==> src/rtl/ssf_pkg.sv <==
package ssf_pkg;

    localparam int SMP_W = 32;
    localparam int POS_W = 9;
    localparam int DW_W  = 6;

    function automatic logic [DW_W-1:0] depth_bits(input logic [2:0] code);
        case (code)
            3'd0:    return DW_W'(8);
            3'd1:    return DW_W'(16);
            3'd2:    return DW_W'(18);
            3'd3:    return DW_W'(20);
            3'd4:    return DW_W'(22);
            3'd5:    return DW_W'(24);
            default: return DW_W'(32);
        endcase
    endfunction

    function automatic logic [POS_W-1:0] half_bits(input logic [2:0] code);
        case (code)
            3'd0:    return POS_W'(8);
            3'd1:    return POS_W'(16);
            3'd2:    return POS_W'(32);
            3'd3:    return POS_W'(48);
            3'd4:    return POS_W'(64);
            3'd5:    return POS_W'(128);
            default: return POS_W'(256);
        endcase
    endfunction

    // container width: 17..24-bit samples ride in 24 bits
    function automatic logic [DW_W-1:0] box_bits(input logic [DW_W-1:0] w);
        return (w > DW_W'(16) && w <= DW_W'(24)) ? DW_W'(24) : w;
    endfunction

endpackage

==> src/rtl/ssf_timing.sv <==
module ssf_timing #(
    parameter int POS_W = ssf_pkg::POS_W
) (
    input  logic             clk,
    input  logic             rst_n,
    input  logic             en,
    input  logic             bit_stb,
    input  logic             ws,
    input  logic             cfg_nodelay,
    input  logic [POS_W-1:0] slot_len,
    input  logic [2:0]       half_slots,
    output logic             stb_o,
    output logic             in_slot_o,
    output logic [POS_W-1:0] pos_o
);

    typedef struct packed {
        logic             ws;
        logic             chg_seen;
        logic             synced;
        logic [POS_W-1:0] pos;
        logic [2:0]       idx;
    } tim_t;

    tim_t tim_d, tim_q;
    logic ws_chg, hf_start;

    always_comb begin
        tim_d     = tim_q;
        stb_o     = 1'b0;
        in_slot_o = 1'b0;
        pos_o     = tim_q.pos;
        ws_chg    = ws ^ tim_q.ws;
        hf_start  = cfg_nodelay ? ws_chg : tim_q.chg_seen;
        if (bit_stb) begin
            tim_d.ws       = ws;
            tim_d.chg_seen = ws_chg;
            if (hf_start && !ws)
                tim_d.synced = 1'b1;
            if (hf_start) begin
                tim_d.pos = '0;
                tim_d.idx = '0;
            end else if (tim_q.pos == slot_len - POS_W'(1)) begin
                tim_d.pos = '0;
                if (tim_q.idx != 3'd7)
                    tim_d.idx = tim_q.idx + 3'd1;
            end else begin
                tim_d.pos = tim_q.pos + POS_W'(1);
            end
        end
        if (!en)
            tim_d.synced = 1'b0;
        if (bit_stb) begin
            stb_o     = en && tim_d.synced;
            in_slot_o = tim_d.idx < half_slots;
            pos_o     = tim_d.pos;
        end
    end

    always_ff @(posedge clk or negedge rst_n) begin
        if (!rst_n) tim_q <= '0;
        else        tim_q <= tim_d;
    end

    // no bit activity until a half-frame start has been seen after enable
    a_r6_sync_first: assert property (@(posedge clk) disable iff (!rst_n)
        (stb_o && !tim_q.synced) |-> (hf_start && !ws));

endmodule

==> src/rtl/ssf_tx.sv <==
module ssf_tx #(
    parameter int SMP_W = ssf_pkg::SMP_W,
    parameter int POS_W = ssf_pkg::POS_W,
    parameter int DW_W  = ssf_pkg::DW_W
) (
    input  logic             clk,
    input  logic             rst_n,
    input  logic             active,
    input  logic             stb,
    input  logic             in_slot,
    input  logic [POS_W-1:0] pos,
    input  logic [POS_W-1:0] slot_len,
    input  logic [DW_W-1:0]  dwl,
    input  logic [DW_W-1:0]  box,
    input  logic             cfg_lsbjust,
    input  logic             cfg_mute,
    input  logic             s_valid,
    input  logic [SMP_W-1:0] s_data,
    output logic             s_ready,
    output logic             sd_out,
    output logic             underrun
);

    localparam int KW = $clog2(SMP_W);

    typedef struct packed {
        logic [SMP_W-1:0] hold;
        logic             sd;
        logic             unf;
    } tx_t;

    tx_t tx_d, tx_q;
    logic [SMP_W-1:0] word, shw;
    logic [POS_W-1:0] off, k;
    logic             take, nbit;

    always_comb begin
        tx_d    = tx_q;
        s_ready = 1'b0;
        word    = tx_q.hold;
        take    = active && stb && in_slot && (pos == '0);
        if (take) begin
            s_ready = 1'b1;
            if (s_valid) begin
                word = s_data << (DW_W'(SMP_W) - dwl);
            end else begin
                word       = '0;
                tx_d.unf   = 1'b1;
            end
            tx_d.hold = word;
        end
        off  = cfg_lsbjust ? (slot_len - POS_W'(box)) : '0;
        k    = pos - off;
        shw  = word << k[KW-1:0];
        nbit = in_slot && (pos >= off) && (k < POS_W'(dwl)) && !cfg_mute && shw[SMP_W-1];
        if (!active)  tx_d.sd = 1'b0;
        else if (stb) tx_d.sd = nbit;
    end

    always_ff @(posedge clk or negedge rst_n) begin
        if (!rst_n) tx_q <= '0;
        else        tx_q <= tx_d;
    end

    assign sd_out   = tx_q.sd;
    assign underrun = tx_q.unf;

    a_r8_mute_zero: assert property (@(posedge clk) disable iff (!rst_n)
        ($past(cfg_mute) && $past(stb)) |-> !sd_out);
    a_r9_idle_quiet: assert property (@(posedge clk) disable iff (!rst_n)
        !$past(active) |-> !sd_out);
    a_r10_unf_sticky: assert property (@(posedge clk) disable iff (!rst_n)
        $past(underrun) |-> underrun);
    a_r2_one_take: assert property (@(posedge clk) disable iff (!rst_n)
        s_ready |=> !s_ready);

endmodule

==> src/rtl/ssf_rx.sv <==
module ssf_rx #(
    parameter int SMP_W = ssf_pkg::SMP_W,
    parameter int POS_W = ssf_pkg::POS_W,
    parameter int DW_W  = ssf_pkg::DW_W
) (
    input  logic             clk,
    input  logic             rst_n,
    input  logic             active,
    input  logic             stb,
    input  logic             in_slot,
    input  logic [POS_W-1:0] pos,
    input  logic [POS_W-1:0] slot_len,
    input  logic [DW_W-1:0]  dwl,
    input  logic [DW_W-1:0]  box,
    input  logic             cfg_lsbjust,
    input  logic             sd_in,
    input  logic             m_ready,
    output logic             m_valid,
    output logic [SMP_W-1:0] m_data,
    output logic             overrun
);

    typedef struct packed {
        logic [SMP_W-1:0] sh;
        logic             mv;
        logic [SMP_W-1:0] md;
        logic             ovf;
    } rx_t;

    rx_t rx_d, rx_q;
    logic [SMP_W-1:0] base;
    logic [POS_W-1:0] off, k;

    always_comb begin
        rx_d = rx_q;
        base = rx_q.sh;
        off  = cfg_lsbjust ? (slot_len - POS_W'(box)) : '0;
        k    = pos - off;
        if (rx_q.mv && m_ready)
            rx_d.mv = 1'b0;
        if (active && stb && in_slot) begin
            if (pos == '0) base = '0;
            if ((pos >= off) && (k < POS_W'(dwl)))
                rx_d.sh = {base[SMP_W-2:0], sd_in};
            else
                rx_d.sh = base;
            if (pos == slot_len - POS_W'(1)) begin
                if (rx_q.mv && !m_ready) begin
                    rx_d.ovf = 1'b1;
                end else begin
                    rx_d.mv = 1'b1;
                    rx_d.md = rx_d.sh;
                end
            end
        end
    end

    always_ff @(posedge clk or negedge rst_n) begin
        if (!rst_n) rx_q <= '0;
        else        rx_q <= rx_d;
    end

    assign m_valid = rx_q.mv;
    assign m_data  = rx_q.md;
    assign overrun = rx_q.ovf;

    a_r11_hold_data: assert property (@(posedge clk) disable iff (!rst_n)
        (m_valid && !m_ready) |=> (m_valid && $stable(m_data)));
    a_r12_ovf_sticky: assert property (@(posedge clk) disable iff (!rst_n)
        $past(overrun) |-> overrun);

endmodule

==> src/rtl/ssf_frame_shifter.sv <==
module ssf_frame_shifter #(
    parameter int SMP_W = ssf_pkg::SMP_W,
    parameter int POS_W = ssf_pkg::POS_W,
    parameter int DW_W  = ssf_pkg::DW_W
) (
    input  logic             clk,
    input  logic             rst_n,
    input  logic             cfg_en,
    input  logic             cfg_tx,
    input  logic [1:0]       cfg_chan,
    input  logic [2:0]       cfg_dwl,
    input  logic [2:0]       cfg_swl,
    input  logic             cfg_nodelay,
    input  logic             cfg_lsbjust,
    input  logic             cfg_mute,
    input  logic             bit_stb,
    input  logic             ws,
    input  logic             sd_in,
    output logic             sd_out,
    output logic             sd_oe,
    input  logic             s_valid,
    input  logic [SMP_W-1:0] s_data,
    output logic             s_ready,
    output logic             m_valid,
    output logic [SMP_W-1:0] m_data,
    input  logic             m_ready,
    output logic             underrun,
    output logic             overrun
);

    import ssf_pkg::*;

    logic [2:0]       half_slots;
    logic [POS_W-1:0] slot_len;
    logic [DW_W-1:0]  dwl, box;
    logic             stb, in_slot;
    logic [POS_W-1:0] pos;

    always_comb begin
        half_slots = {1'b0, cfg_chan} + 3'd1;
        slot_len   = POS_W'(half_bits(cfg_swl) / POS_W'(half_slots));
        dwl        = depth_bits(cfg_dwl);
        box        = box_bits(dwl);
    end

    assign sd_oe = cfg_en & cfg_tx;

    ssf_timing #(.POS_W(POS_W)) i_timing (
        .clk(clk), .rst_n(rst_n), .en(cfg_en), .bit_stb(bit_stb), .ws(ws),
        .cfg_nodelay(cfg_nodelay), .slot_len(slot_len), .half_slots(half_slots),
        .stb_o(stb), .in_slot_o(in_slot), .pos_o(pos)
    );

    ssf_tx #(.SMP_W(SMP_W), .POS_W(POS_W), .DW_W(DW_W)) i_tx (
        .clk(clk), .rst_n(rst_n), .active(cfg_en & cfg_tx), .stb(stb),
        .in_slot(in_slot), .pos(pos), .slot_len(slot_len), .dwl(dwl), .box(box),
        .cfg_lsbjust(cfg_lsbjust), .cfg_mute(cfg_mute), .s_valid(s_valid),
        .s_data(s_data), .s_ready(s_ready), .sd_out(sd_out), .underrun(underrun)
    );

    ssf_rx #(.SMP_W(SMP_W), .POS_W(POS_W), .DW_W(DW_W)) i_rx (
        .clk(clk), .rst_n(rst_n), .active(cfg_en & ~cfg_tx), .stb(stb),
        .in_slot(in_slot), .pos(pos), .slot_len(slot_len), .dwl(dwl), .box(box),
        .cfg_lsbjust(cfg_lsbjust), .sd_in(sd_in), .m_ready(m_ready),
        .m_valid(m_valid), .m_data(m_data), .overrun(overrun)
    );

    a_r1_rx_no_take: assert property (@(posedge clk) disable iff (!rst_n)
        !cfg_tx |-> !s_ready);
    a_r1_tx_no_deliver: assert property (@(posedge clk) disable iff (!rst_n)
        $rose(m_valid) |-> $past(cfg_en && !cfg_tx));
    a_r9_off_no_take: assert property (@(posedge clk) disable iff (!rst_n)
        !cfg_en |-> !s_ready);

endmodule

==> config.mk <==
export PLATFORM = sky130hd
export DESIGN_NAME = ssf_frame_shifter
export DESIGN_NICKNAME = d
export VERILOG_FILES = /design/src/rtl/ssf_pkg.sv /design/src/rtl/ssf_timing.sv /design/src/rtl/ssf_tx.sv /design/src/rtl/ssf_rx.sv /design/src/rtl/ssf_frame_shifter.sv
export SDC_FILE = /design/constraint.sdc
export NUM_CORES = 1
export LEC_CHECK = 0
export BUFFER_PORTS_ARGS = -buffer_cell sky130_fd_sc_hd__buf_2
export CAP_MARGIN = 25
export CELL_PAD_IN_SITES_DETAIL_PLACEMENT = 1
export CELL_PAD_IN_SITES_GLOBAL_PLACEMENT = 1
export CORE_ASPECT_RATIO = 1.4
export CORE_MARGIN = 10
export CORE_UTILIZATION = 43
export DETAILED_ROUTE_END_ITERATION = 10
export GPL_TIMING_DRIVEN = 1
export PLACE_DENSITY_LB_ADDON = 0.1
export RECOVER_POWER = 100
export SETUP_SLACK_MARGIN = 0.02
export SYNTH_ARGS = -nofsm -noshare
export SYNTH_HDL_FRONTEND = slang
export SYNTH_SLANG_ARGS = --single-unit
==> constraint.sdc <==
create_clock -name clk -period 18.8 [get_ports clk]
set_input_delay 1.88 -clock clk [delete_from_list [all_inputs] [get_ports clk]]
set_output_delay 1.88 -clock clk [all_outputs]
set_load 0.03 [all_outputs]
==> metrics, run 1 <==
CP dominant cell by count=ha_1; Initial Util=44.0%; Pre-Repair DR Iteration Count=5; Avg Inst Size Synth=8.96 µm²; final WL=32.1 mm; share of cells above drive strength 1=21.4%; sequential area share after synthesis=28.0%; Crit. End Element=output pin; Synth Cell Area=10300 µm²; H-tree depth=4; placed inst area=10900 µm²; clk_skew=0.0255 ns; die width=151 µm; Sink Count=115; die height=203 µm; FF/Latch Area=2880 µm²; part of the power in registers=16.9%; vias=9125; diode count=0; HPWL after DPL=24.2 mm; CP arrival=16.04 ns; Layout area overhead=15.2%; Reg clk slew, reported paths=0.05 ns; worst min-delay path startpoint=i_tx.underrun; Max IR drop VDD=0.000110 V; Power Density=138 nW/µm²; Slew Viols, Final=101; most frequent cells after synthesis=dfrtp_1 (115), nand2_1 (113), nor2_1 (104); GRT overflow=0; post-route ant nets=0; clock latency on the worst-skew pair=0.43 ns; number of port buffers=89; failing checks=max-capacitance violations, max-slew violations; Post-synth EDFFs=0; Slowest-stage cell, CP=o31a_4; Final Setup Violations=0; Crit Reg-Reg Startpoint=i_timing.tim_q[8]; Switching Fraction=44.1%; final hold vios=0; Clock Tree Root=clkbuf_16; final worst path period share=95.3%; Max Cap Violations=2; share of the synthesized area in the top cell type=28.0%; Clock power frac=22.0%; placement row count=66; crit path launch=cfg_chan[1]; hold_buf cts=0; most common flop cell mapped by yosys=dfrtp_1; post-layout minimum cycle time=17.92 ns; worst-margin pin slew=3.27 ns; deepest clock path buffer count=2; Total GRT Usage=20.7%; top cells by area, synth=dfrtp_1 (28%), mux2i_1 (8.6%), ha_1 (6.2%); initial antenna violation count=1; critical path fanouts, max=17; cell area after layout=11900 µm²; Setup crit start kind=input port; asr flop ratio synth=100%; Gate power share=61.1%; synth unique cells=99; Worst Path Required=16.92 ns; Internal Power=0.913 mW; LEAKAGE=5.18 nW; Syn Inst Count=1148; Fillers=2765; synth warn=0; number of global-route vias before repair=9635; worst min path class=reg2reg; largest net degree at the start of global routing=80; multi-input logic area=6950 µm²; CTS tree=done; I/O pin cnt=90; first-pass GRT wire length=51.3 mm; GP Congestion=0.897; Layout Nets=1329; die footprint=30600 µm²; wire per inst=20.8 µm; number of synthesized register bits=115; Slew HR=-118%; top cell type by total area after synthesis=dfrtp_1; CTS Buf Count=17; fmax=55.8 MHz; final core utilization=50.7%; top-count cell post-synth=dfrtp_1; Core ar.=23400 µm²; Switch Pwr=0.721 mW; syn nets=1253; via/cell ratio=5.91; WS Path Type=in2out; Slowest Stage Delay on Critical Path=0.44 ns; 1st-iter DRT viols=459; status=finished, violations left; DRC=0; Pwr Total=1.63 mW
[power groups by stage]
| stage | Combinational (mW) | Clock (mW) | Sequential [mW] |
|---|---|---|---|
| after floorplan | 0.670 | 0 | 0.279 |
| after global placement | 0.913 | 0 | 0.279 |
| after detailed placement | 0.923 | 0 | 0.280 |
| after CTS | 0.934 | 0.365 | 0.276 |
| after global routing | 1.09 | 0.378 | 0.278 |
| final | 0.999 | 0.360 | 0.276 |
[flip-flops by register name, indices dropped and copies added (netlist names)]
register / count
i_timing.tim_q: 15
i_tx.sd_out: 1
i_rx.m_data: 32
i_rx.overrun: 1
i_tx.underrun: 1
i_tx.tx_q: 32
i_rx.m_valid: 1
i_rx.rx_q: 32
[layout make-up]
type	count	area share (%)
Sequential cell	115	24.3
Tap cell	306	3.23
Inverter	27	0.940
Multi-Input combinational cell	913	58.7
Timing Repair Buffer	150	7.38
Clock buffer	18	3.62
Clock inverter	14	1.89
[timing repair]
item | in CTS | in global routing
pin swaps | 1 | 8
gates resized for setup | 6 | 30
endpoints found under the hold margin | 0 | 0
buffers inserted | 2 | 18
gates cloned | 2 | 0
setup endpoints to repair | 34 | 66
[cells in the final DEF (no fill, tap or decap), drive strengths merged, types with 14 or more instances in the layout]
cell	n
mux2	48
nor2	105
a22o	34
nor3	18
xor2	14
nand2b	19
inv	29
buf	108
clkbuf	60
nand2	113
xnor2	30
o31ai	22
o21ai	50
ha	51
nand3	26
nor2b	16
a211oi	19
mux2i	88
a21oi	46
dfrtp	115
[kinds of logic (layout without fill, tap and decap cells)]
| logic type | Yosys count | in the layout | share of synthesized area (%) |
|---|---|---|---|
| buf+inv | 122 | 209 | 6.02 |
| flops | 115 | 115 | 28.0 |
| xor+xnor | 44 | 44 | 3.75 |
| compound gates | 295 | 295 | 21.8 |
| simple gates | 373 | 375 | 17.9 |
| fa+ha+maj | 54 | 54 | 6.69 |
| mux | 145 | 145 | 15.9 |
[critical path, delay by kind of cell]
| family | cells | cell delay, ns |
|---|---|---|
| AOI/OAI and AO/OA | 25 | 4.83 |
| adders and majority gates | 11 | 3.06 |
| and+or+nand+nor | 28 | 4.45 |
| buffers and inverters | 9 | 1.12 |
| muxes | 1 | 0.30 |
| xor gates and xnor gates | 2 | 0.38 |
[worst paths after layout]
| path | endpoint | slack, ns | depth (start not counted) |
|---|---|---|---|
| setup reg to reg | i_rx.rx_q[34] | 12.59 | 26 |
| hold reg to reg | i_tx.underrun | 0.47 | 1 |
| setup / recovery | s_ready | 0.88 | 76 |
| hold / removal | i_tx.underrun | 0.47 | 1 |
| max in group asynchronous | i_rx.rx_q[44] | 11.93 | 3 |
| min in group asynchronous | i_rx.m_data[27] | 2.07 | 1 |
[per-layer routing]
metal / track usage (%) / share of wire [%] / vias to the layer above
li1: - / - / 4360
met1: 23.2 / 40 / 4557
met2: 37.6 / 53 / 153
met3: 3.27 / 2.9 / 53
met4: 8.51 / 3.4 / 2
met5: 0 / 0.031 / -
[through the flow]
stage | hold WS (ns) | setup slack (ns) | std cells | setup TNS, ns
floorplan | 0.433 | 0.186 | 1148 | 0
global placement | 0.450 | 0.00735 | 1487 | 0
detailed placement | 0.461 | -0.529 | 1487 | -23.28
CTS | 0.478 | 0.0450 | 1523 | 0
global route | 0.492 | -0.0451 | 1543 | -0.123
finish | 0.473 | 0.878 | 1543 | 0
Power figures use the tool's default switching activity.
==> run 2, diff against run 1 <==
--- a/config.mk
+++ b/config.mk
@@ -5,7 +5,7 @@
 export SDC_FILE = /design/constraint.sdc
 export NUM_CORES = 1
 export LEC_CHECK = 0
-export BUFFER_PORTS_ARGS = -buffer_cell sky130_fd_sc_hd__buf_2
+export BUFFER_PORTS_ARGS = -buffer_cell sky130_fd_sc_hd__buf_4
 export CAP_MARGIN = 25
 export CELL_PAD_IN_SITES_DETAIL_PLACEMENT = 1
 export CELL_PAD_IN_SITES_GLOBAL_PLACEMENT = 1
@@ -14,7 +14,8 @@
 export CORE_UTILIZATION = 43
 export DETAILED_ROUTE_END_ITERATION = 10
 export GPL_TIMING_DRIVEN = 1
-export PLACE_DENSITY_LB_ADDON = 0.1
+export MAX_ROUTING_LAYER = met4
+export PLACE_DENSITY = 0.89
 export RECOVER_POWER = 100
 export SETUP_SLACK_MARGIN = 0.02
 export SYNTH_ARGS = -nofsm -noshare
==> metrics, run 2 (synthesis results as in run 1) <==
status=finished, violations left; failing checks=max-capacitance violations, max-slew violations; Slew Viols, Final=118; DRC=0; final WL=34.7 mm; fmax=55.5 MHz; largest net degree at the start of global routing=60; I/O pin cnt=90; final worst path period share=95.9%; die width=151 µm; vias=9596; Setup crit start kind=input port; Crit. End Element=output pin; CP arrival=16.15 ns; setup TNS=0 ns; Slew HR=-118%; Clock Tree Root=clkbuf_16; Slowest-stage cell, CP=a311o_1; Layout area overhead=15.3%; final hold vios=0; CP dominant cell by count=ha_1; Worst Path Required=16.92 ns; 1st-iter DRT viols=494; via/cell ratio=6.24; clock latency on the worst-skew pair=0.42 ns; worst min path class=reg2reg; critical path buffer and inverter count=10; hold_ws=0.471 ns; Initial Util=44.0%; Reg clk slew, reported paths=0.05 ns; first-pass GRT wire length=55.0 mm; post-route ant nets=0; deepest clock path buffer count=2; delay-heaviest family, CP=compound AO/OA/AOI/OAI gates; Core ar.=23400 µm²; LEAKAGE=5.17 nW; share of cells above drive strength 1=21.0%; HPWL after DPL=25.1 mm; critical path fanouts, max=17; Final Setup Violations=0; H-tree depth=4; post-layout minimum cycle time=18.03 ns; CTS tree=done; clk_skew=0.0102 ns; Power Density=138 nW/µm²; number of global-route vias before repair=10300; most frequent cells in the layout=dfrtp_1 (115), nand2_1 (111), buf_4 (102), nor2_1 (100), mux2i_1 (87); commonest non-fill, non-tap cell in the layout=dfrtp_1; GRT overflow=0; Layout Nets=1324; GP Congestion=0.924; Sink Count=115; Max Cap Violations=2; worst-margin pin slew=3.26 ns; Slowest Stage Delay on Critical Path=0.42 ns; die height=203 µm; diode count=0; WS Path Type=in2out; die footprint=30600 µm²; Pre-Repair DR Iteration Count=5; initial antenna violation count=0; number of port buffers=89; placement row count=66; Total GRT Usage=22.9%; wire per inst=22.6 µm; Max IR drop VDD=0.000101 V; CTS Buf Count=17
[run 2: cell types whose count changed in the layout (fill, tap and decap cells not counted), sizes merged]
cell and change:
bufinv -3, clkbuf +3, inv -4, clkinv -1, clkinvlp +2, buf -3
[run 2: tightest hold or removal path, stage by stage (launching register included)]
cell     delay, ns
dfrtp_1       0.34
nand2_1       0.05
nand2_1       0.05
[run 2: area by class of cell]
type                    instances  area (µm²)
clock buffers                  23         478
fillers                      2729       11500
inverters                      27         115
flip-flops and latches        115        2880
repair buffers                145         962
multi-input cells             913        6940
well taps                     306         383
clock inverters                 8         103
[run 2: routing by layer]
layer  share of wire [%]  track usage (%)
met5                   0                -
met4                 5.2             11.4
met3                 3.1             3.07
met2                  55             41.8
met1                  37             23.1
[run 2: metrics by stage]
step                      power, mW  instance area, µm²  util [%]  cells  setup slack (ns)
after floorplan               0.949               10300         -   1148             0.186
after global placement         1.20               11100      47.7   1487             0.271
after detailed placement       1.23               11200      47.7   1488            -0.649
after CTS                      1.57               11800      50.4   1521            0.0411
after global routing           1.73               11900      50.8   1537            -0.233
final                          1.63               11900      50.8   1537             0.772
[run 2: timing repair]
action                     CTS  global route
setup endpoints to repair   66            66
hold buffers                 0             0
gates cloned                 1             1
pin swaps                    1             9
resized for setup            9            29
buffers inserted             1            14
[run 2: worst paths after layout]
check                             startpoint             end  slack [ns]  cells after the start
hold reg to reg                 i_tx.tx_q[9]    i_tx.tx_q[9]        0.47                      2
setup reg to reg           i_timing.tim_q[8]     i_tx.sd_out       12.37                     29
max in group asynchronous              rst_n    i_tx.tx_q[2]       12.05                      2
setup / recovery                 cfg_chan[0]         s_ready        0.77                     76
hold / removal                  i_tx.tx_q[9]    i_tx.tx_q[9]        0.47                      2
min in group asynchronous              rst_n  i_rx.m_data[8]        2.48                      1
[run 2: report_power, final]
part | total (mW) | internal [mW] | leakage [nW] | switching [mW]
Clock | 0.322 | 0.205 | 0.279 | 0.117
Combinational | 1.03 | 0.419 | 3.30 | 0.614
Sequential | 0.278 | 0.267 | 1.58 | 0.0108
==> run 3, diff against run 2 <==
--- a/config.mk
+++ b/config.mk
@@ -15,9 +15,10 @@
 export DETAILED_ROUTE_END_ITERATION = 10
 export GPL_TIMING_DRIVEN = 1
 export MAX_ROUTING_LAYER = met4
-export PLACE_DENSITY = 0.89
+export PLACE_DENSITY = 0.88
 export RECOVER_POWER = 100
 export SETUP_SLACK_MARGIN = 0.02
 export SYNTH_ARGS = -nofsm -noshare
 export SYNTH_HDL_FRONTEND = slang
+export SYNTH_HIERARCHICAL = 1
 export SYNTH_SLANG_ARGS = --single-unit
==> metrics, run 3 <==
Layout area overhead=13.0%; post-layout minimum cycle time=18.10 ns; Total GRT Usage=22.5%; largest net degree at the start of global routing=61; deepest clock path buffer count=2; most common flop cell mapped by yosys=dfrtp_1; GP Congestion=0.937; CTS Buf Count=17; final worst path period share=96.3%; share of the synthesized area in the top cell type=24.6%; Synth Area in Adders=8.59%; largest family of logic cells by synthesized area=compound AO/OA/AOI/OAI gates; Slew HR=-107%; final WL=39.4 mm; CP arrival=16.22 ns; final hold vios=0; final core utilization=49.3%; DRC=0; delay-heaviest family, CP=compound AO/OA/AOI/OAI gates; CP dominant cell by count=ha_1; Initial Util=43.7%; most frequent cells in the layout=nand2_1 (115), dfrtp_1 (115), buf_4 (95), mux2i_1 (76), nor2_1 (69); top cells by area, synth=dfrtp_1 (25%), ha_1 (7.9%), mux2i_1 (6.6%); xor and xnor fraction of the mapped netlist area=4.09%; Avg Inst Size Synth=8.91 µm²; hold_buf cts=0; Max Cap Violations=2; GRT overflow=0; cell area after layout=13200 µm²; Pre-Repair DR Iteration Count=5; via/cell ratio=6.23; Pwr Total=1.89 mW; sequential area share after synthesis=24.6%; LEAKAGE=5.71 nW; Crit. End Element=output pin; Reg clk slew, reported paths=0.05 ns; Slew Viols, Final=118; Max IR drop VDD=0.000195 V; Fillers=3177; critical path fanouts, max=17; top-count cell post-synth=nand2_1; initial antenna violation count=0; setup TNS=0 ns; diode count=0; Setup crit start kind=input port; Clock Tree Root=clkbuf_16; Worst Path Required=16.92 ns; first-pass GRT wire length=62.5 mm; status=finished, violations left; die height=215 µm; Syn Inst Count=1315; H-tree depth=4; number of synthesized register bits=115; Final Setup Violations=0; Post-Synth Simple-Gate Area=18.1%; Slowest-stage cell, CP=o31ai_2; Sink Count=115; asr flop ratio synth=100%; die footprint=34300 µm²; CTS tree=done; synth unique cells=103; Power Density=143 nW/µm²; synth warn=6; placement row count=71; vias=10900; Synth Area in Compound Gates=23.0%; Post-synth EDFFs=0; post-synthesis mux area share=13.9%; 1st-iter DRT viols=694; HPWL after DPL=28.9 mm; number of global-route vias before repair=11700; Synth Cell Area=11700 µm²; Slowest Stage Delay on Critical Path=0.44 ns; wire per inst=22.4 µm; worst-margin pin slew=3.10 ns; Core ar.=26800 µm²; number of port buffers=89; die width=159 µm; clk_skew=0.00958 ns; Layout Nets=1507; I/O pin cnt=90; most frequent cells after synthesis=nand2_1 (116), dfrtp_1 (115), mux2i_1 (77); worst min path class=reg2reg; pre-CTS setup slack=-0.769 ns; share of cells above drive strength 1=17.8%; failing checks=max-capacitance violations, max-slew violations; critical path buffer and inverter count=6; WS Path Type=in2out; Worst Slack Setup Final=0.697 ns; top cell type by total area after synthesis=dfrtp_1; fmax=55.2 MHz; placed inst area=12500 µm²; clock latency on the worst-skew pair=0.41 ns; post-route ant nets=0
[run 3: cell types whose count changed after synthesis, moves of 12 or more]
cell      delta
o21ai_0     +26
ha_1        +23
o31ai_1     -14
clkbuf_1    -15
nor2_1      -35
mux4_2      +13
o211ai_1    +28
inv_1       +41
o21ai_1     +12
buf_4       +18
[run 3: through the flow]
stage / cells / hold slack, ns
finish: 1755 / 0.485
global route: 1755 / 0.507
CTS: 1741 / 0.486
detailed placement: 1704 / 0.467
global placement: 1703 / 0.456
floorplan: 1324 / 0.442
[run 3: routing by layer]
| metal | up-vias | wire, µm | GRT usage, % | share of wire, % |
|---|---|---|---|---|
| li1 | 4976 | - | - | - |
| met1 | 5452 | 14700 | 22.8 | 37 |
| met2 | 378 | 21100 | 41.3 | 54 |
| met3 | 134 | 1410 | 2.43 | 3.6 |
| met4 | 0 | 2150 | 12.5 | 5.4 |
| met5 | - | 0 | - | 0 |
[run 3: cell families after synthesis]
group | Yosys count
xor gates and xnor gates | 53
buffers and inverters | 170
adders and majority gates | 78
and+or+nand+nor | 399
DFF | 115
AOI/OAI and AO/OA | 368
other | 1
muxes | 131
[run 3: area by class of cell]
cell class	instances	area, µm²	share of cell area [%]
multi-input combinational	1039	8180	61.8
sequential	115	2880	21.7
timing repair buffer	138	925	6.99
clock buffer	25	485	3.67
tap	365	457	3.45
inverter	66	253	1.91
clock inverter	7	51.3	0.388
[run 3: final timing paths]
kind                                          from             end  slack [ns]  cells past startpoint
worst max register to register  i_timing/tim_q[11]     i_tx/sd_out       12.84                     22
max in group asynchronous                    rst_n   i_tx/tx_q[30]       12.20                      2
worst min register to register        i_rx/overrun    i_rx/overrun        0.49                      1
worst min-delay path                  i_rx/overrun    i_rx/overrun        0.49                      1
worst max-delay path                   cfg_chan[0]         s_ready        0.70                     67
min in group asynchronous                    rst_n  i_rx/m_data[4]        2.48                      1
[run 3: what timing repair did]
action,in CTS,in global routing
pin swaps,3,11
gates resized for setup,6,21
endpoints found under the setup margin,66,72
setup buffers,5,13
[run 3: power breakdown]
group | total, mW | internal (mW) | switching [mW] | leakage, nW
logic | 1.34 | 0.539 | 0.802 | 3.85
registers | 0.257 | 0.253 | 0.00371 | 1.60
clock network | 0.294 | 0.179 | 0.115 | 0.257
total | 1.89 | 0.971 | 0.921 | 5.71
